[src/rtl/par_xcvr_pkg.sv]
package par_xcvr_pkg;
  typedef enum logic {
    XFER_B2A = 1'b0,
    XFER_A2B = 1'b1
  } xfer_dir_e;

  typedef enum logic {
    PAR_EVEN = 1'b0,
    PAR_ODD  = 1'b1
  } par_mode_e;
endpackage

[src/rtl/par_xcvr_ctrl.sv]
module par_xcvr_ctrl
  import par_xcvr_pkg::*;
(
  input  logic dir_i,
  input  logic oe_ni,
  output logic a_oe_o,
  output logic b_oe_o,
  output logic par_oe_o,
  output logic err_oe_o
);
  xfer_dir_e dir;
  logic      en;

  assign dir = xfer_dir_e'(dir_i);
  assign en  = ~oe_ni;

  always_comb begin
    a_oe_o   = 1'b0;
    b_oe_o   = 1'b0;
    par_oe_o = 1'b0;
    err_oe_o = en;
    if (en) begin
      unique case (dir)
        XFER_A2B: begin
          b_oe_o   = 1'b1;
          par_oe_o = 1'b1;
        end
        XFER_B2A: a_oe_o = 1'b1;
        default: ;
      endcase
    end
  end
endmodule

[src/rtl/par_xcvr_xor_tree.sv]
module par_xcvr_xor_tree #(
  parameter int WIDTH = 8
) (
  input  logic [WIDTH-1:0] d_i,
  output logic             x_o
);
  localparam int LVLS = $clog2(WIDTH);
  localparam int PADW = 1 << LVLS;

  if (WIDTH < 2) begin : g_bad_width
    initial $error("par_xcvr_xor_tree: WIDTH must be at least 2");
  end

  for (genvar l = 0; l <= LVLS; l++) begin : g_lvl
    logic [(PADW>>l)-1:0] v;
    if (l == 0) begin : g_leaf
      for (genvar j = 0; j < PADW; j++) begin : g_bit
        if (j < WIDTH) begin : g_in
          assign v[j] = d_i[j];
        end else begin : g_pad
          assign v[j] = 1'b0;
        end
      end
    end else begin : g_node
      for (genvar j = 0; j < (PADW >> l); j++) begin : g_bit
        assign v[j] = g_lvl[l-1].v[2*j] ^ g_lvl[l-1].v[2*j+1];
      end
    end
  end

  assign x_o = g_lvl[LVLS].v[0];
endmodule

[src/rtl/par_xcvr.sv]
module par_xcvr
  import par_xcvr_pkg::*;
#(
  parameter int WIDTH = 8
) (
  input  logic             dir_i,
  input  logic             oe_ni,
  input  logic             odd_i,
  input  logic [WIDTH-1:0] a_i,
  output logic [WIDTH-1:0] a_o,
  output logic             a_oe_o,
  input  logic [WIDTH-1:0] b_i,
  output logic [WIDTH-1:0] b_o,
  output logic             b_oe_o,
  input  logic             par_i,
  output logic             par_o,
  output logic             par_oe_o,
  output logic             err_no,
  output logic             err_oe_o
);
  logic a_sum, b_sum;

  par_xcvr_ctrl u_ctrl (
    .dir_i   (dir_i),
    .oe_ni   (oe_ni),
    .a_oe_o  (a_oe_o),
    .b_oe_o  (b_oe_o),
    .par_oe_o(par_oe_o),
    .err_oe_o(err_oe_o)
  );

  par_xcvr_xor_tree #(.WIDTH(WIDTH)) u_gen (
    .d_i(a_i),
    .x_o(a_sum)
  );

  par_xcvr_xor_tree #(.WIDTH(WIDTH)) u_chk_tree (
    .d_i(b_i),
    .x_o(b_sum)
  );

  // data paths are unconditional; the enables decide what reaches the pads
  assign b_o   = a_i;
  assign a_o   = b_i;
  assign par_o = a_sum ^ odd_i;

  always_comb begin
    if (xfer_dir_e'(dir_i) == XFER_A2B) err_no = 1'b1;
    else                                err_no = ~(b_sum ^ par_i ^ odd_i);
  end
endmodule

[config.mk]
export PLATFORM = sky130hd
export DESIGN_NAME = par_xcvr
export DESIGN_NICKNAME = d
export VERILOG_FILES = /design/src/rtl/par_xcvr_pkg.sv /design/src/rtl/par_xcvr_ctrl.sv /design/src/rtl/par_xcvr_xor_tree.sv /design/src/rtl/par_xcvr.sv
export SDC_FILE = /design/constraint.sdc
export NUM_CORES = 1
export LEC_CHECK = 0
export BUFFER_PORTS_ARGS = -buffer_cell sky130_fd_sc_hd__buf_2
export CORE_AREA = 2 2 39 41
export DETAILED_ROUTE_END_ITERATION = 8
export DIE_AREA = 0 0 41 43
export PLACE_DENSITY = 0.62
export SLEW_MARGIN = 5
export SYNTH_ARGS = -nofsm -noshare
export SYNTH_HDL_FRONTEND = slang
export SYNTH_HIERARCHICAL = 1
export SYNTH_SLANG_ARGS = --single-unit
[constraint.sdc]
create_clock -name vclk -period 1.1
set_input_delay 0.055 -clock vclk [all_inputs]
set_output_delay 0.055 -clock vclk [all_outputs]
set_load 0.005 [all_outputs]
==> out/results.txt <==
Worst path cell trace: buf_6, xor2_2, xnor2_1, xnor2_1, xnor3_1, or2_1, buf_2
Post-Synthesis Cells: 37
Post-synthesis sequential area ratio: 0%
Max Slew Vio Count: 0
Die ar.: 0.00176 mm²
Post-Syn Area: 302 µm²
Pwr Density: 577 mW/mm²
Antenna-violating nets left: 0
Gate power share: 100.0%
Routed via count: 303
Core box area: 0.00138 mm²
DRT iter0 DRCs: 0
Routed WL: 714 µm
IO Port Bufs: 42
Max stage delay cell, worst path: xnor3_1
Layout cells sized above 1: 79.0%
Fin crit share: 115%
Req. time, crit path: 1.04 ns
Worst hold slack: 0.285 ns
Worst-path fanout max: 2
Crit Path Class: input port to output pin
Hold-fix buffers, CTS: 0
Hold/Removal Path Class: input port to output pin
FF+latch area: 0 µm²
N_diodes: 0
Pre-antenna DRT Iters: 1
Leakage: 0.282 nW
Die X: 41 µm
Nets: 84
Initial antenna violation count: 0
Slew @ Worst Pin: 0.186 ns
I/O pin count: 42
CP peak stage delay: 0.22 ns
Post-Syn Area per Cell: 8.15 µm²
Slew headroom: 87.5%
Total gr overflow: 0
Worst Setup End Kind: output pin
Final-layout clock buffer total: 0
Starting density of the core: 21.8%
Crit path DAT: 1.21 ns
Mapped Nets: 57
RSZ-0062 raised after global routing: yes
Post-DR vias/cell: 3.88
Switching Share: 37.9%
Final setup TNS: -0.168 ns
GPL Wtd Cong: 0.649
GRT Util Overall: 7.92%
Layout area overhead: 71.0%
Synth cell types: 8
Peak VDD IR: 0.000231 V
Fin. Hold Viols: 0
Sequential power share: 0%
Die height: 43 µm
First-pass GRT wire length: 1040 µm
DR DRC count: 0
Peak Freq: 789 MHz
Critical Path Sink: err_no
Setup crit start: b_i[3]
Net Sw Power: 0.113 mW
Crit path top cell by count: xnor2_1
Row count: 14
YS warnings: 6
Failing checks: setup timing
Largest net degree at the start of global routing: 4
Setup Buffers After CTS: 0
Sequential cells: 0
CP Launch Type: input port
Outcome: complete, but fails checks
Max_cap viols: 0
Min Clock Period, post-route: 1.27 ns
DR WL/cell: 9.15 µm
Clock power share: 0%
Setup ws final: -0.168 ns
Internal power: 0.185 mW
Vias in the first global route: 276
Final setup vio count: 1
[power by group through the flow]
stage	Sequential (mW)	Combinational (mW)	Clock [mW]
after floorplan	0	0.181	0
after global placement	0	0.249	0
after detailed placement	0	0.254	0
after CTS	0	0.284	0
after global routing	0	0.331	0
final	0	0.298	0
[cells by family after synthesis]
| group | share of synthesized area [%] |
|---|---|
| AND/OR/NAND/NOR | 5.40 |
| buffers and inverters | 43.6 |
| XOR/XNOR | 51.0 |
[final cells by class]
class                      count  area [µm²]
tap                           16        20.0
timing repair buffer          42         269
multi-input combinational     19         223
inverter                       1        3.75
fill                         135         868
[worst max-delay path: cells and delay by family]
kind / cells / cell delay, ns
AND/OR/NAND/NOR: 1 / 0.21
buffers and inverters: 2 / 0.22
XOR/XNOR: 4 / 0.72
[timing repair]
action	4_1_cts	5_1_grt
resized for setup	11	7
pin swaps	8	9
hold endpoints to repair	0	0
setup endpoints to repair	1	2
[stage by stage]
step / instance area [µm²] / std cells / utilization (%) / total power [mW] / setup WS [ns]
after floorplan: 302 / 37 / - / 0.181 / 0.102
after global placement: 404 / 78 / 29.2 / 0.249 / -0.142
after detailed placement: 404 / 78 / 29.2 / 0.254 / -0.176
after CTS: 477 / 78 / 34.4 / 0.284 / -0.161
after global routing: 515 / 78 / 37.3 / 0.331 / -0.234
final: 515 / 78 / 37.3 / 0.298 / -0.168
[per-layer routing]
| metal | global-route usage (%) | vias up | part of all wire, % |
|---|---|---|---|
| met2 | 16.3 | 29 | 57 |
| met4 | 0 | 0 | 0 |
| met3 | 0.524 | 0 | 17 |
| li1 | - | 145 | - |
| met5 | 0 | - | 0 |
| met1 | 8.31 | 129 | 26 |
[synthesized netlist by cell type]
master / count / area (µm²)
nor2_1: 1 / 3.75
buf_4: 17 / 128
xnor3_1: 1 / 22.5
xnor2_1: 12 / 105
nor2b_1: 1 / 6.26
xor2_1: 3 / 26.3
inv_1: 1 / 3.75
or2_1: 1 / 6.26
[layout by cell type, fill, tap and decap left out, drive strengths merged]
cell	netlist	routed
nor2b	1	1
or2	1	1
xnor2	12	12
buf	17	42
inv	1	1
xor2	3	3
nor2	1	1
xnor3	1	1
[worst min path at each step]
stage,startpoint,end,cells past startpoint
floorplan,oe_ni,err_oe_o,1
global placement,b_i[3],a_o[3],2
detailed placement,b_i[5],a_o[5],2
CTS,b_i[2],a_o[2],2
global route,b_i[7],a_o[7],2
finish,b_i[7],a_o[7],2
(Power assumes the default switching activity.)
